--- src/rtl/sdce_pkg.sv ---
package sdce_pkg;

    localparam logic [2:0] A_ARG   = 3'd0;
    localparam logic [2:0] A_SEND  = 3'd1;
    localparam logic [2:0] A_CONF  = 3'd2;
    localparam logic [2:0] A_STAT  = 3'd3;
    localparam logic [2:0] A_IRQC  = 3'd4;
    localparam logic [2:0] A_RDCTL = 3'd5;

    typedef enum logic [3:0] {
        S_IDLE, S_TXF, S_TXC, S_TXE, S_TXR, S_RXW, S_RX, S_BSY, S_DONE
    } eng_state_e;

    typedef struct packed {
        logic [5:0]  idx;
        logic [7:0]  rsp_len;
        logic        chk_off;
        logic        crc_from8;
        logic        wait_busy;
        logic [31:0] arg;
        logic [5:0]  frame_bits;
        logic        txcrc_off;
        logic        drive_pos;
        logic        latch_neg;
    } cmd_cfg_t;

    // one serial step of CRC7, generator x^7 + x^3 + 1
    function automatic logic [6:0] crc7_step(input logic [6:0] c, input logic b);
        logic fb;
        fb = b ^ c[6];
        return {c[5:3], c[2] ^ fb, c[1:0], fb};
    endfunction

endpackage

--- src/rtl/sdce_regs.sv ---
module sdce_regs
    import sdce_pkg::*;
(
    input  logic        clk,
    input  logic        rst_n,
    input  logic        wr,
    input  logic        rd,
    input  logic [2:0]  addr,
    input  logic [31:0] wdata,
    output logic [31:0] rdata,
    input  logic        eng_busy,
    input  logic        eng_done,
    input  logic        eng_ok,
    input  logic        eng_to,
    input  logic [31:0] rsp_word,
    output logic        start,
    output logic        soft_rst,
    output cmd_cfg_t    cfg,
    output logic [3:0]  rd_idx,
    output logic        irq
);

    typedef struct packed {
        logic [31:0] arg;
        logic [31:0] send;
        logic [31:0] conf;
        logic        irq_en;
        logic        rd_mode;
        logic [3:0]  rd_idx;
        logic        st_done;
        logic        st_ok;
        logic        st_to;
        logic        start;
        logic        srst;
    } reg_t;

    localparam reg_t REG_RST = '{arg: '0, send: '0, conf: 32'h0002_7800,
                                 irq_en: 1'b0, rd_mode: 1'b0, rd_idx: '0,
                                 st_done: 1'b0, st_ok: 1'b0, st_to: 1'b0,
                                 start: 1'b0, srst: 1'b0};

    reg_t d, q;
    logic cmd_busy;
    logic srst_wr;

    assign cmd_busy = eng_busy | q.start;
    assign srst_wr  = wr && (addr == A_IRQC) && wdata[15];

    always_comb begin
        d       = q;
        d.start = 1'b0;
        d.srst  = 1'b0;
        rdata   = '0;
        if (wr) begin
            unique case (addr)
                A_ARG:  d.arg = wdata;
                A_SEND: if (!cmd_busy) begin
                    d.send  = wdata;
                    d.start = 1'b1;
                end
                A_CONF: d.conf = wdata;
                A_STAT: begin
                    if (wdata[9])  d.st_done = 1'b0;
                    if (wdata[5])  d.st_ok   = 1'b0;
                    if (wdata[16]) d.st_to   = 1'b0;
                end
                A_IRQC: begin
                    d.irq_en = wdata[4];
                    if (wdata[15]) begin
                        d.srst    = 1'b1;
                        d.st_done = 1'b0;
                        d.st_ok   = 1'b0;
                        d.st_to   = 1'b0;
                        d.rd_idx  = '0;
                    end
                end
                A_RDCTL: begin
                    d.rd_mode = wdata[8];
                    d.rd_idx  = wdata[15:12];
                end
                default: ;
            endcase
        end
        if (eng_done && !srst_wr) begin
            d.st_done = 1'b1;
            d.st_ok   = eng_ok;
            d.st_to   = eng_to;
        end
        unique case (addr)
            A_ARG: begin
                rdata = q.rd_mode ? rsp_word : q.arg;
                if (rd && q.rd_mode) d.rd_idx = q.rd_idx + 4'd1;
            end
            A_SEND:  rdata = q.send;
            A_CONF:  rdata = q.conf;
            A_STAT:  rdata = {15'b0, q.st_to, 6'b0, q.st_done, 3'b0, q.st_ok, cmd_busy, 4'b0};
            A_IRQC:  rdata = {27'b0, q.irq_en, 4'b0};
            A_RDCTL: rdata = {16'b0, q.rd_idx, 3'b0, q.rd_mode, 8'b0};
            default: rdata = '0;
        endcase
    end

    always_ff @(posedge clk or negedge rst_n) begin
        if (!rst_n) q <= REG_RST;
        else        q <= d;
    end

    assign start    = q.start;
    assign soft_rst = q.srst;
    assign rd_idx   = q.rd_idx;
    assign irq      = q.st_done & q.irq_en;

    always_comb begin
        cfg.idx        = q.send[5:0];
        cfg.rsp_len    = q.send[15:8];
        cfg.chk_off    = q.send[16];
        cfg.crc_from8  = q.send[18];
        cfg.wait_busy  = q.send[19];
        cfg.arg        = q.arg;
        cfg.frame_bits = q.conf[17:12];
        cfg.txcrc_off  = q.conf[10];
        cfg.drive_pos  = q.conf[11];
        cfg.latch_neg  = q.conf[18];
    end


    send_hold_chk: assert property (@(posedge clk) disable iff (!rst_n)
        (wr && addr == A_SEND && cmd_busy) |=> $stable(q.send));


    done_flag_chk: assert property (@(posedge clk) disable iff (!rst_n)
        (eng_done && !srst_wr) |=> q.st_done);


    to_ok_chk: assert property (@(posedge clk) disable iff (!rst_n)
        q.st_to |-> !q.st_ok);

endmodule

--- src/rtl/sdce_rspbuf.sv ---
module sdce_rspbuf #(
    parameter int WORDS = 4
) (
    input  logic        clk,
    input  logic        rst_n,
    input  logic        clear,
    input  logic        shift_en,
    input  logic        bit_in,
    input  logic [3:0]  rd_idx,
    output logic [31:0] word
);

    localparam int SR_W = 32 * WORDS + 8;

    logic [SR_W-1:0] sr_d, sr_q;
    logic [31:0]     words [WORDS];

    for (genvar g = 0; g < WORDS; g++) begin : g_word
        assign words[g] = sr_q[32*g+8 +: 32];
    end

    always_comb begin
        sr_d = sr_q;
        if (clear)         sr_d = '0;
        else if (shift_en) sr_d = {sr_q[SR_W-2:0], bit_in};
        word = '0;
        for (int k = 0; k < WORDS; k++) begin
            if (rd_idx == 4'(k)) word = words[k];
        end
    end

    always_ff @(posedge clk or negedge rst_n) begin
        if (!rst_n) sr_q <= '0;
        else        sr_q <= sr_d;
    end

endmodule

--- src/rtl/sdce_engine.sv ---
module sdce_engine
    import sdce_pkg::*;
#(
    parameter int RSP_TIMEOUT = 64
) (
    input  logic     clk,
    input  logic     rst_n,
    input  logic     soft_rst,
    input  logic     start,
    input  cmd_cfg_t cfg,
    input  logic     card_rise,
    input  logic     card_fall,
    input  logic     cmd_in,
    input  logic     dat0_in,
    output logic     cmd_out,
    output logic     cmd_oe,
    output logic     busy,
    output logic     done,
    output logic     crc_ok,
    output logic     timed_out,
    output logic     rx_valid,
    output logic     rx_bit,
    output logic     rx_clear
);

    localparam int TW = $clog2(RSP_TIMEOUT + 1);
    localparam logic [TW-1:0] TMR_LAST = TW'(RSP_TIMEOUT - 1);

    typedef struct packed {
        eng_state_e  st;
        cmd_cfg_t    cfg;
        logic [39:0] txsr;
        logic [6:0]  crc;
        logic [8:0]  cnt;
        logic [TW-1:0] tmr;
        logic        oe;
        logic        out;
        logic        ok;
        logic        to;
    } eng_t;

    localparam eng_t ENG_RST = '{st: S_IDLE, cfg: '0, txsr: '0, crc: '0, cnt: '0,
                                 tmr: '0, oe: 1'b0, out: 1'b1, ok: 1'b0, to: 1'b0};

    eng_t d, q;
    logic drv, smp;
    logic [8:0] len9;

    assign drv  = q.cfg.drive_pos ? card_rise : card_fall;
    assign smp  = q.cfg.latch_neg ? card_fall : card_rise;
    assign len9 = {1'b0, q.cfg.rsp_len};

    always_comb begin
        d        = q;
        rx_valid = 1'b0;
        rx_bit   = cmd_in;
        rx_clear = 1'b0;
        unique case (q.st)
            S_IDLE: if (start) begin
                d.cfg  = cfg;
                d.txsr = {2'b01, cfg.idx, cfg.arg};
                d.crc  = '0;
                d.cnt  = '0;
                d.ok   = 1'b0;
                d.to   = 1'b0;
                d.st   = S_TXF;
                rx_clear = 1'b1;
            end
            S_TXF: if (drv) begin
                d.oe   = 1'b1;
                d.out  = q.txsr[39];
                d.txsr = {q.txsr[38:0], 1'b0};
                d.crc  = crc7_step(q.crc, q.txsr[39]);
                d.cnt  = q.cnt + 9'd1;
                if (q.cnt == {3'b0, q.cfg.frame_bits}) begin
                    d.cnt = '0;
                    d.st  = q.cfg.txcrc_off ? S_TXE : S_TXC;
                end
            end
            S_TXC: if (drv) begin
                d.out = q.crc[6];
                d.crc = {q.crc[5:0], 1'b0};
                d.cnt = q.cnt + 9'd1;
                if (q.cnt == 9'd6) d.st = S_TXE;
            end
            S_TXE: if (drv) begin
                d.out = 1'b1;
                d.st  = S_TXR;
            end
            S_TXR: if (drv) begin
                d.oe  = 1'b0;
                d.out = 1'b1;
                d.tmr = '0;
                if (q.cfg.rsp_len == 8'd0) d.st = q.cfg.wait_busy ? S_BSY : S_DONE;
                else                       d.st = S_RXW;
            end
            S_RXW: if (smp) begin
                if (!cmd_in) begin
                    d.st  = S_RX;
                    d.cnt = '0;
                    d.crc = '0;
                end else if (q.tmr == TMR_LAST) begin
                    d.to = 1'b1;
                    d.st = S_DONE;
                end else begin
                    d.tmr = q.tmr + 1'b1;
                end
            end
            S_RX: if (smp) begin
                rx_valid = 1'b1;
                d.cnt    = q.cnt + 9'd1;
                if (q.cnt <= len9 && (!q.cfg.crc_from8 || q.cnt >= 9'd7))
                    d.crc = crc7_step(q.crc, cmd_in);
                if (q.cnt == len9 + 9'd1) begin
                    d.ok = q.cfg.chk_off | (q.crc == 7'd0);
                    d.st = q.cfg.wait_busy ? S_BSY : S_DONE;
                end
            end
            S_BSY: if (smp && dat0_in) d.st = S_DONE;
            S_DONE: d.st = S_IDLE;
            default: d.st = S_IDLE;
        endcase
        if (soft_rst) d = ENG_RST;
    end

    always_ff @(posedge clk or negedge rst_n) begin
        if (!rst_n) q <= ENG_RST;
        else        q <= d;
    end

    assign cmd_out   = q.out;
    assign cmd_oe    = q.oe;
    assign busy      = (q.st != S_IDLE);
    assign done      = (q.st == S_DONE);
    assign crc_ok    = q.ok;
    assign timed_out = q.to;


    end_bit_chk: assert property (@(posedge clk) disable iff (!rst_n)
        ($fell(cmd_oe) && !$past(soft_rst)) |-> $past(cmd_out));


    drive_edge_chk: assert property (@(posedge clk) disable iff (!rst_n)
        (!drv && !soft_rst) |=> $stable(cmd_out));


    abort_chk: assert property (@(posedge clk) disable iff (!rst_n)
        soft_rst |=> (!busy && !cmd_oe));

endmodule

--- src/rtl/sd_cmd_engine.sv ---
module sd_cmd_engine
    import sdce_pkg::*;
#(
    parameter int RSP_TIMEOUT = 64,
    parameter int RSP_WORDS   = 4
) (
    input  logic        clk,
    input  logic        rst_n,
    input  logic        reg_wr,
    input  logic        reg_rd,
    input  logic [2:0]  reg_addr,
    input  logic [31:0] reg_wdata,
    output logic [31:0] reg_rdata,
    input  logic        card_rise,
    input  logic        card_fall,
    input  logic        cmd_in,
    output logic        cmd_out,
    output logic        cmd_oe,
    input  logic        dat0_in,
    output logic        irq
);

    cmd_cfg_t    cfg;
    logic        start, soft_rst;
    logic        eng_busy, eng_done, eng_ok, eng_to;
    logic        rx_valid, rx_bit, rx_clear;
    logic [3:0]  rd_idx;
    logic [31:0] rsp_word;

    sdce_regs i_regs (
        .clk      (clk),
        .rst_n    (rst_n),
        .wr       (reg_wr),
        .rd       (reg_rd),
        .addr     (reg_addr),
        .wdata    (reg_wdata),
        .rdata    (reg_rdata),
        .eng_busy (eng_busy),
        .eng_done (eng_done),
        .eng_ok   (eng_ok),
        .eng_to   (eng_to),
        .rsp_word (rsp_word),
        .start    (start),
        .soft_rst (soft_rst),
        .cfg      (cfg),
        .rd_idx   (rd_idx),
        .irq      (irq)
    );

    sdce_engine #(.RSP_TIMEOUT(RSP_TIMEOUT)) i_engine (
        .clk       (clk),
        .rst_n     (rst_n),
        .soft_rst  (soft_rst),
        .start     (start),
        .cfg       (cfg),
        .card_rise (card_rise),
        .card_fall (card_fall),
        .cmd_in    (cmd_in),
        .dat0_in   (dat0_in),
        .cmd_out   (cmd_out),
        .cmd_oe    (cmd_oe),
        .busy      (eng_busy),
        .done      (eng_done),
        .crc_ok    (eng_ok),
        .timed_out (eng_to),
        .rx_valid  (rx_valid),
        .rx_bit    (rx_bit),
        .rx_clear  (rx_clear)
    );

    sdce_rspbuf #(.WORDS(RSP_WORDS)) i_rspbuf (
        .clk      (clk),
        .rst_n    (rst_n),
        .clear    (rx_clear),
        .shift_en (rx_valid),
        .bit_in   (rx_bit),
        .rd_idx   (rd_idx),
        .word     (rsp_word)
    );

endmodule

--- config.mk ---
export PLATFORM = sky130hd
export DESIGN_NAME = sd_cmd_engine
export DESIGN_NICKNAME = d
export VERILOG_FILES = /design/src/rtl/sdce_pkg.sv /design/src/rtl/sdce_regs.sv /design/src/rtl/sdce_rspbuf.sv /design/src/rtl/sdce_engine.sv /design/src/rtl/sd_cmd_engine.sv
export SDC_FILE = /design/constraint.sdc
export NUM_CORES = 1
export LEC_CHECK = 0
export ABC_AREA = 1
export CAP_MARGIN = 20
export CELL_PAD_IN_SITES_DETAIL_PLACEMENT = 1
export CELL_PAD_IN_SITES_GLOBAL_PLACEMENT = 1
export CORE_AREA = 4 4 187 189
export CTS_CLUSTER_DIAMETER = 40
export DETAILED_ROUTE_END_ITERATION = 10
export DIE_AREA = 0 0 191 193
export PLACE_DENSITY_LB_ADDON = 0.1
export SYNTH_ARGS = -nofsm -noshare
export SYNTH_HDL_FRONTEND = slang
export SYNTH_SLANG_ARGS = --single-unit
--- constraint.sdc ---
create_clock -name clk -period 5.7 [get_ports clk]
set_input_delay 0.855 -clock clk [delete_from_list [all_inputs] [get_ports clk]]
set_output_delay 0.855 -clock clk [all_outputs]
set_load 0.01 [all_outputs]
==> flow_metrics.py, run 1 <==
metrics = {
    "run_status": {
        "status": "complete, no violations",
    },
    "yosys": {
        "synth-seq-area-share_pct": 52.1,
        "ys_seq_elements": 334,
        "netlist_instances": 1960,
        "synth_cell_types": 44,
        "yosysWarningCount": 0,
        "syn_avg_cell_area_um2": 8.20,
        "synthesis.area_um2": 16100,
        "synth_nets": 2020,
    },
    "clock_tree": {
        "clockBufferDepth": 3,
        "cts_setup_buffers": 0,
        "cts_tree": "built",
        "path_clk_slew_ns": 0.06,
        "cts_resized": 0,
        "hold_buffers": 0,
        "numCtsBuffers": 53,
        "clk_latency_ns": 0.59,
        "htreeDepth": 2,
        "clock-sinks": 334,
        "cts_root_buf": "clkbuf_16",
    },
    "sta": {
        "skew_ns": 0.0161,
        "period_needed_ns": 4.83,
        "clock.fmax_mhz": 207,
        "fin_setup_tns_ns": 0,
        "rsz0062_at_grt": "no",
        "tightest_slew_ns": 1.13,
        "maxSlewHeadroom_pct": 24.6,
        "finalCritPeriodShare_pct": 84.7,
        "hold_slack_ns": 0.276,
        "final_max_slew_viol_count": 0,
        "hold_violations": 0,
        "finalSetupViolations": 0,
    },
    "finish": {
        "n_antenna_cell": 0,
        "layout_commonest_cell": "nand2_1",
        "final_cell_mix": "nand2_1, dfrtp_1, inv_1",
        "synthToLayoutAreaGrowth_pct": 18.7,
        "nNetsFinal": 2070,
        "drive_above_1_share_pct": 7.84,
        "finalNonFillerCells": 2502,
    },
    "grt": {
        "gr-total-overflow": 0,
        "grt_pass1_wl_um": 81400,
        "antenna_found_initial": 1,
        "grt_max_degree": 138,
        "grtUsageTotal_pct": 27.7,
        "grt_pass1_vias": 14800,
    },
    "setup_path": {
        "cp-start-kind": "register",
        "r2r_start": "i_engine.q[67]$_DFFE_PN0P_",
        "worstReg2RegEnd": "i_rspbuf.sr_q[97]$_DFFE_PN0P_",
        "r2r_slack_ns": 2.63,
        "arrival_ns": 3.97,
        "critPathKind": "reg -> out",
        "cp.required_ns": 4.85,
        "critPathMaxFanout": 24,
        "rr_worst_depth": 5,
        "end_kind": "output port",
    },
    "placement": {
        "dp.cells": 2400,
        "dp_hpwl_um": 33000,
        "routabilityCongestion": 0.890,
        "port_buffers": 77,
    },
    "drt": {
        "drc": 0,
        "viasPerCell": 5.67,
        "drt_iter0_drc": 846,
        "ant_nets": 0,
        "via_count": 14200,
        "routed_wirelength_um": 50500,
        "wire_per_inst_um": 20.2,
        "dr.pass1.iters": 7,
    },
    "die": {
        "dieHeight_um": 193,
        "dieArea_um2": 36900,
        "core_um2": 33300,
        "fp-row-count": 67,
        "die_x_um": 191,
        "initial_core_util_pct": 48.3,
        "pin_count": 78,
    },
    "power": {
        "powerDensity_nw_per_um2": 453,
        "leakage_nw": 8.88,
        "vdd_ir_drop_max_v": 0.000291,
    },
    "flow_run": {
        "drv_cap": 0,
    },
    "worst_hold_path": {
        "hp-class": "in -> async",
    },
}
## metal layers
metal / wire length (um) / GRT usage, %
met5: 13 / 0
met4: 1920 / 11.4
met3: 2060 / 4.30
met2: 24700 / 46.3
met1: 21800 / 36.4
## how the worst max path moves through the flow
stage | end | from | depth (start not counted) | slack (ns)
2_1_floorplan | reg_rdata[5] | reg_addr[2] | 4 | 3.03
3_3_place_gp | reg_rdata[8] | reg_addr[1] | 9 | 1.36
3_5_place_dp | reg_rdata[8] | reg_addr[1] | 9 | 1.30
4_1_cts | reg_rdata[16] | i_regs.rd_idx[0]$_DFF_PN0_ | 10 | 0.86
5_1_grt | reg_rdata[16] | i_regs.rd_idx[0]$_DFF_PN0_ | 10 | 0.60
6_report | reg_rdata[16] | i_regs.rd_idx[0]$_DFF_PN0_ | 10 | 0.87
## flip-flops by register name, summed over array words and instances, names as in the netlist, 4 cells and up
name           count
i_regs.q          43
i_engine.q        79
i_engine.len9      8
i_rspbuf.sr_q    136
i_regs.cfg        58
i_regs.rd_idx      4
## worst max-delay path, cell delays in order, from the launching register on
cell	delay, ns
dfrtp_1	0.44
inv_1	0.13
ha_1	0.21
nand2_1	0.66
inv_1	0.50
nand2_1	0.15
o21ai_0	0.09
a21oi_1	0.31
o21ai_0	0.15
nand2_1	0.16
clkdlybuf4s50_1	0.55
## power breakdown
part	switching (W)	leakage [nW]	internal (W)
clock	0.00124	0.903	0.00213
combinational	0.00148	3.51	0.000691
sequential	0.000314	4.46	0.00278
total	0.00303	8.88	0.00561
## Yosys cell counts
| cell | count | share of area [%] |
|---|---|---|
| a21boi_1 | 1 | 0.047 |
| a21o_1 | 1 | 0.047 |
| a21oi_1 | 56 | 1.7 |
| a221oi_1 | 4 | 0.22 |
| a22o_1 | 1 | 0.055 |
| a22oi_1 | 41 | 1.9 |
| a31oi_1 | 2 | 0.078 |
| a32oi_1 | 1 | 0.055 |
| a41oi_1 | 1 | 0.055 |
| buf_1 | 15 | 0.35 |
| buf_2 | 14 | 0.44 |
| buf_4 | 7 | 0.33 |
| buf_6 | 1 | 0.070 |
| clkbuf_1 | 63 | 1.5 |
| clkbuf_2 | 3 | 0.093 |
| dfrtp_1 | 328 | 51 |
| dfstp_2 | 6 | 0.98 |
| ha_1 | 17 | 1.3 |
| inv_1 | 260 | 6.1 |
| inv_2 | 10 | 0.23 |
| inv_6 | 1 | 0.055 |
| nand2_1 | 371 | 8.7 |
| nand2_2 | 6 | 0.23 |
| nand2_4 | 3 | 0.21 |
| nand3_1 | 90 | 2.8 |
| nand3b_1 | 5 | 0.23 |
| nand4_1 | 11 | 0.43 |
| nor2_1 | 168 | 3.9 |
| nor2_2 | 5 | 0.19 |
| nor2_4 | 5 | 0.35 |
| nor3_1 | 13 | 0.40 |
| nor3_2 | 1 | 0.062 |
| nor3b_1 | 2 | 0.093 |
| nor4_1 | 2 | 0.078 |
| o211ai_1 | 4 | 0.19 |
| o21ai_0 | 236 | 7.3 |
| o21ai_1 | 11 | 0.34 |
| o221ai_1 | 2 | 0.11 |
| o22ai_1 | 176 | 6.9 |
| o31ai_1 | 3 | 0.14 |
| or2_2 | 3 | 0.12 |
| or3_1 | 1 | 0.039 |
| xnor2_1 | 3 | 0.16 |
| xor2_1 | 6 | 0.33 |
## final cells by class
cell class | instances | area, um^2
inverter | 271 | 1020
multi-input combinational | 1252 | 6270
sequential | 334 | 8370
timing repair buffer | 98 | 978
fill | 3998 | 14200
clock buffer | 65 | 1430
clock inverter | 34 | 443
tap | 448 | 561
## logic make-up after synthesis
kind of cell | after synthesis | synth area share (%)
AO/OA/AOI/OAI | 540 | 19.2
XOR/XNOR | 9 | 0.490
adder cells (fa/ha/maj) | 17 | 1.32
buffers and inverters | 374 | 9.11
flip-flops | 334 | 52.1
AND/OR/NAND/NOR | 686 | 17.8
## metrics by stage
stage               util [%]  worst slack [ns]  total power [W]  instance area (um^2)
floorplan                  -              3.03          0.00449                 16100
global placement        51.5              1.36          0.00517                 17100
detailed placement      51.5              1.30          0.00527                 17100
CTS                     57.2             0.855          0.00869                 19000
global route            57.3             0.602          0.00912                 19100
finish                  57.3             0.872          0.00864                 19100
Power figures use the tool's default switching activity.
==> run 2, diff against run 1 <==
--- a/config.mk
+++ b/config.mk
@@ -9,10 +9,10 @@
 export CAP_MARGIN = 20
 export CELL_PAD_IN_SITES_DETAIL_PLACEMENT = 1
 export CELL_PAD_IN_SITES_GLOBAL_PLACEMENT = 1
-export CORE_AREA = 4 4 187 189
+export CORE_AREA = 4 4 192 194
 export CTS_CLUSTER_DIAMETER = 40
 export DETAILED_ROUTE_END_ITERATION = 10
-export DIE_AREA = 0 0 191 193
+export DIE_AREA = 0 0 196 198
 export PLACE_DENSITY_LB_ADDON = 0.1
 export SYNTH_ARGS = -nofsm -noshare
 export SYNTH_HDL_FRONTEND = slang
==> constraint.sdc (replaced) <==
create_clock -name clk -period 4.85 [get_ports clk]
set_input_delay 0.7275 -clock clk [delete_from_list [all_inputs] [get_ports clk]]
set_output_delay 0.7275 -clock clk [all_outputs]
set_load 0.01 [all_outputs]
==> run 2 against run 1 <==
Effect of this change:
- first-iteration DRC count fell by 12%
- setup slack worse by 0.29 ns
- die area up 5.3%
- clock power rose by 20%
- design area rose by 0.42%
- critical endpoint unchanged
- sequential share of layout area shrank 0.18 points
- via count fell by 0.94%
- global-route usage is 1.5 points lower
- combinational power increased by 18%
- sequential power grew 17%
- non-clock buffer count is 3 higher
- clock-buffer cell count fell by 4
==> flow_metrics.py, run 2 (same netlist as run 1, synthesis figures left out) <==
metrics = {
    "run_status": {
        "status": "complete, no violations",
    },
    "power": {
        "power_frac_comb_pct": 24.9,
        "seqPwrFrac_pct": 35.7,
        "powerDensity_nw_per_um2": 533,
        "internal_power_w": 0.00670,
        "clkPwrFrac_pct": 39.4,
        "leakage_nw": 8.89,
        "swShare_pct": 34.4,
        "switching_power_w": 0.00351,
        "power_w": 0.0102,
        "vdd_ir_drop_max_v": 0.000339,
    },
    "sta": {
        "skew_ns": 0.0275,
        "period_needed_ns": 4.27,
        "hold_slack_ns": 0.253,
        "maxSlewHeadroom_pct": 34.9,
        "hold_violations": 0,
        "clock.fmax_mhz": 234,
        "fin_setup_tns_ns": 0,
        "finalCritPeriodShare_pct": 88.1,
        "finalSetupViolations": 0,
        "final_max_slew_viol_count": 0,
        "rsz0062_at_grt": "no",
        "tightest_slew_ns": 0.976,
    },
    "clock_tree": {
        "numCtsBuffers": 51,
        "hold_buffers": 0,
        "cts_setup_buffers": 0,
        "htreeDepth": 2,
        "cts_resized": 0,
        "clockBufferDepth": 3,
        "cts_tree": "built",
        "cts_root_buf": "clkbuf_16",
        "clk_latency_ns": 0.59,
        "clock-sinks": 334,
        "path_clk_slew_ns": 0.06,
    },
    "placement": {
        "placed_cell_area_um2": 17200,
        "routabilityCongestion": 0.878,
        "port_buffers": 77,
        "dp_hpwl_um": 33800,
    },
    "setup_path": {
        "crit_slowest_cell": "clkdlybuf4s50_1",
        "cp.required_ns": 4.12,
        "critPathKind": "reg -> out",
        "cpLargestDelayFamily": "buffers and inverters",
        "cp_num_buf_inv": 3,
        "arrival_ns": 3.54,
        "crit_chain": "inv_1, ha_1, nand2_1, buf_4, o22ai_1, o21ai_0, a21oi_1, o21ai_0, nand2_1, clkdlybuf4s50_1",
        "end_kind": "output port",
        "r2r_start": "i_engine.q[125]$_DFFE_PN0P_",
        "slowest_delay_ns": 0.56,
        "setup.worst_path.start": "i_regs.rd_idx[1]$_DFF_PN0_",
        "cp-start-kind": "register",
        "critPathMaxFanout": 17,
    },
    "drt": {
        "via_count": 14100,
        "viasPerCell": 5.59,
        "routed_wirelength_um": 50900,
        "drc": 0,
        "drt_iter0_drc": 743,
        "dr.pass1.iters": 5,
        "ant_nets": 0,
        "wire_per_inst_um": 20.2,
    },
    "die": {
        "dieArea_um2": 38800,
        "initial_core_util_pct": 45.6,
        "pin_count": 78,
        "die_x_um": 196,
        "dieHeight_um": 198,
        "fp-row-count": 69,
        "core_um2": 35200,
    },
    "finish": {
        "largest_register_ffs": 136,
        "synthToLayoutAreaGrowth_pct": 19.2,
        "fillers": 4152,
        "final_cell_mix": "nand2_1, dfrtp_1, inv_1",
        "drive_above_1_share_pct": 7.99,
        "nNetsFinal": 2071,
        "layout_commonest_cell": "nand2_1",
        "fin_area_um2": 19200,
        "n_antenna_cell": 0,
        "utilization_pct": 54.4,
        "top_register": "i_rspbuf.sr_q",
    },
    "flow_run": {
        "drv_cap": 0,
    },
    "grt": {
        "antenna_found_initial": 3,
        "grtUsageTotal_pct": 26.2,
        "grt_pass1_vias": 15100,
        "grt_max_degree": 117,
        "grt_pass1_wl_um": 81900,
        "gr-total-overflow": 0,
    },
    "worst_hold_path": {
        "hp-class": "in -> async",
    },
}
[run 2: cell types whose count changed in the layout (fill, tap and decap cells not counted), sizes merged]
cell / previous run / this run
clkinvlp: 6 / 8
inv: 277 / 276
bufinv: 7 / 10
buf: 22 / 25
clkinv: 15 / 11
clkbuf: 65 / 61
[run 2: final timing paths]
kind	slack [ns]	cells past startpoint	to
worst max-delay path	0.58	10	reg_rdata[16]
worst min-delay path	0.25	1	i_regs.cfg[49]$_DFFE_PN0P_
worst max register to register	2.00	10	i_rspbuf.sr_q[135]$_DFFE_PN0P_
worst min register to register	0.46	1	i_regs.start$_DFF_PN0_
max in group asynchronous	3.55	2	i_engine.cmd_out$_DFFE_PN1P_
min in group clk	0.46	1	i_regs.start$_DFF_PN0_
[run 2: cell type report]
class	instances	area (um^2)	area share [%]
Sequential cell	334	8370	43.7
Multi-Input combinational cell	1252	6270	32.8
Clock buffer	61	1410	7.34
Timing Repair Buffer	101	1030	5.36
Inverter	271	1020	5.34
Tap cell	461	577	3.01
Clock inverter	34	485	2.53
[run 2: layer usage]
layer	up-vias	share of wire (%)	GRT usage [%]
li1	6641	-	-
met1	7019	44	34.2
met2	266	47	43.1
met3	120	3.6	4.15
met4	6	4.8	12.3
met5	-	0.073	0
[run 2: worst reg2reg max path, stage by stage, from the launching register on]
cell and delay (ns):
dfrtp_1 0.44, inv_2 0.10, nand2_2 0.10, inv_2 0.06, nand2_4 0.12, inv_1 0.12, nand2_4 0.10, buf_4 0.52
buf_4 0.84, nand3_1 0.23, o21ai_0 0.12
[run 2: per-stage QoR]
| stage | cells | setup WS (ns) |
|---|---|---|
| 2_1_floorplan | 1960 | 2.44 |
| 4_1_cts | 2513 | 0.534 |
| 5_1_grt | 2514 | 0.400 |
| 6_report | 2514 | 0.579 |
| 3_3_place_gp | 2417 | 0.956 |
| 3_5_place_dp | 2418 | 0.932 |
[run 2: power groups by stage]
stage / Clock (W) / Combinational, W / Sequential [W]
finish: 0.00403 / 0.00255 / 0.00364
global route: 0.00421 / 0.00287 / 0.00370
CTS: 0.00409 / 0.00257 / 0.00364
detailed placement: 0 / 0.00253 / 0.00368
global placement: 0 / 0.00245 / 0.00366
floorplan: 0 / 0.00172 / 0.00355
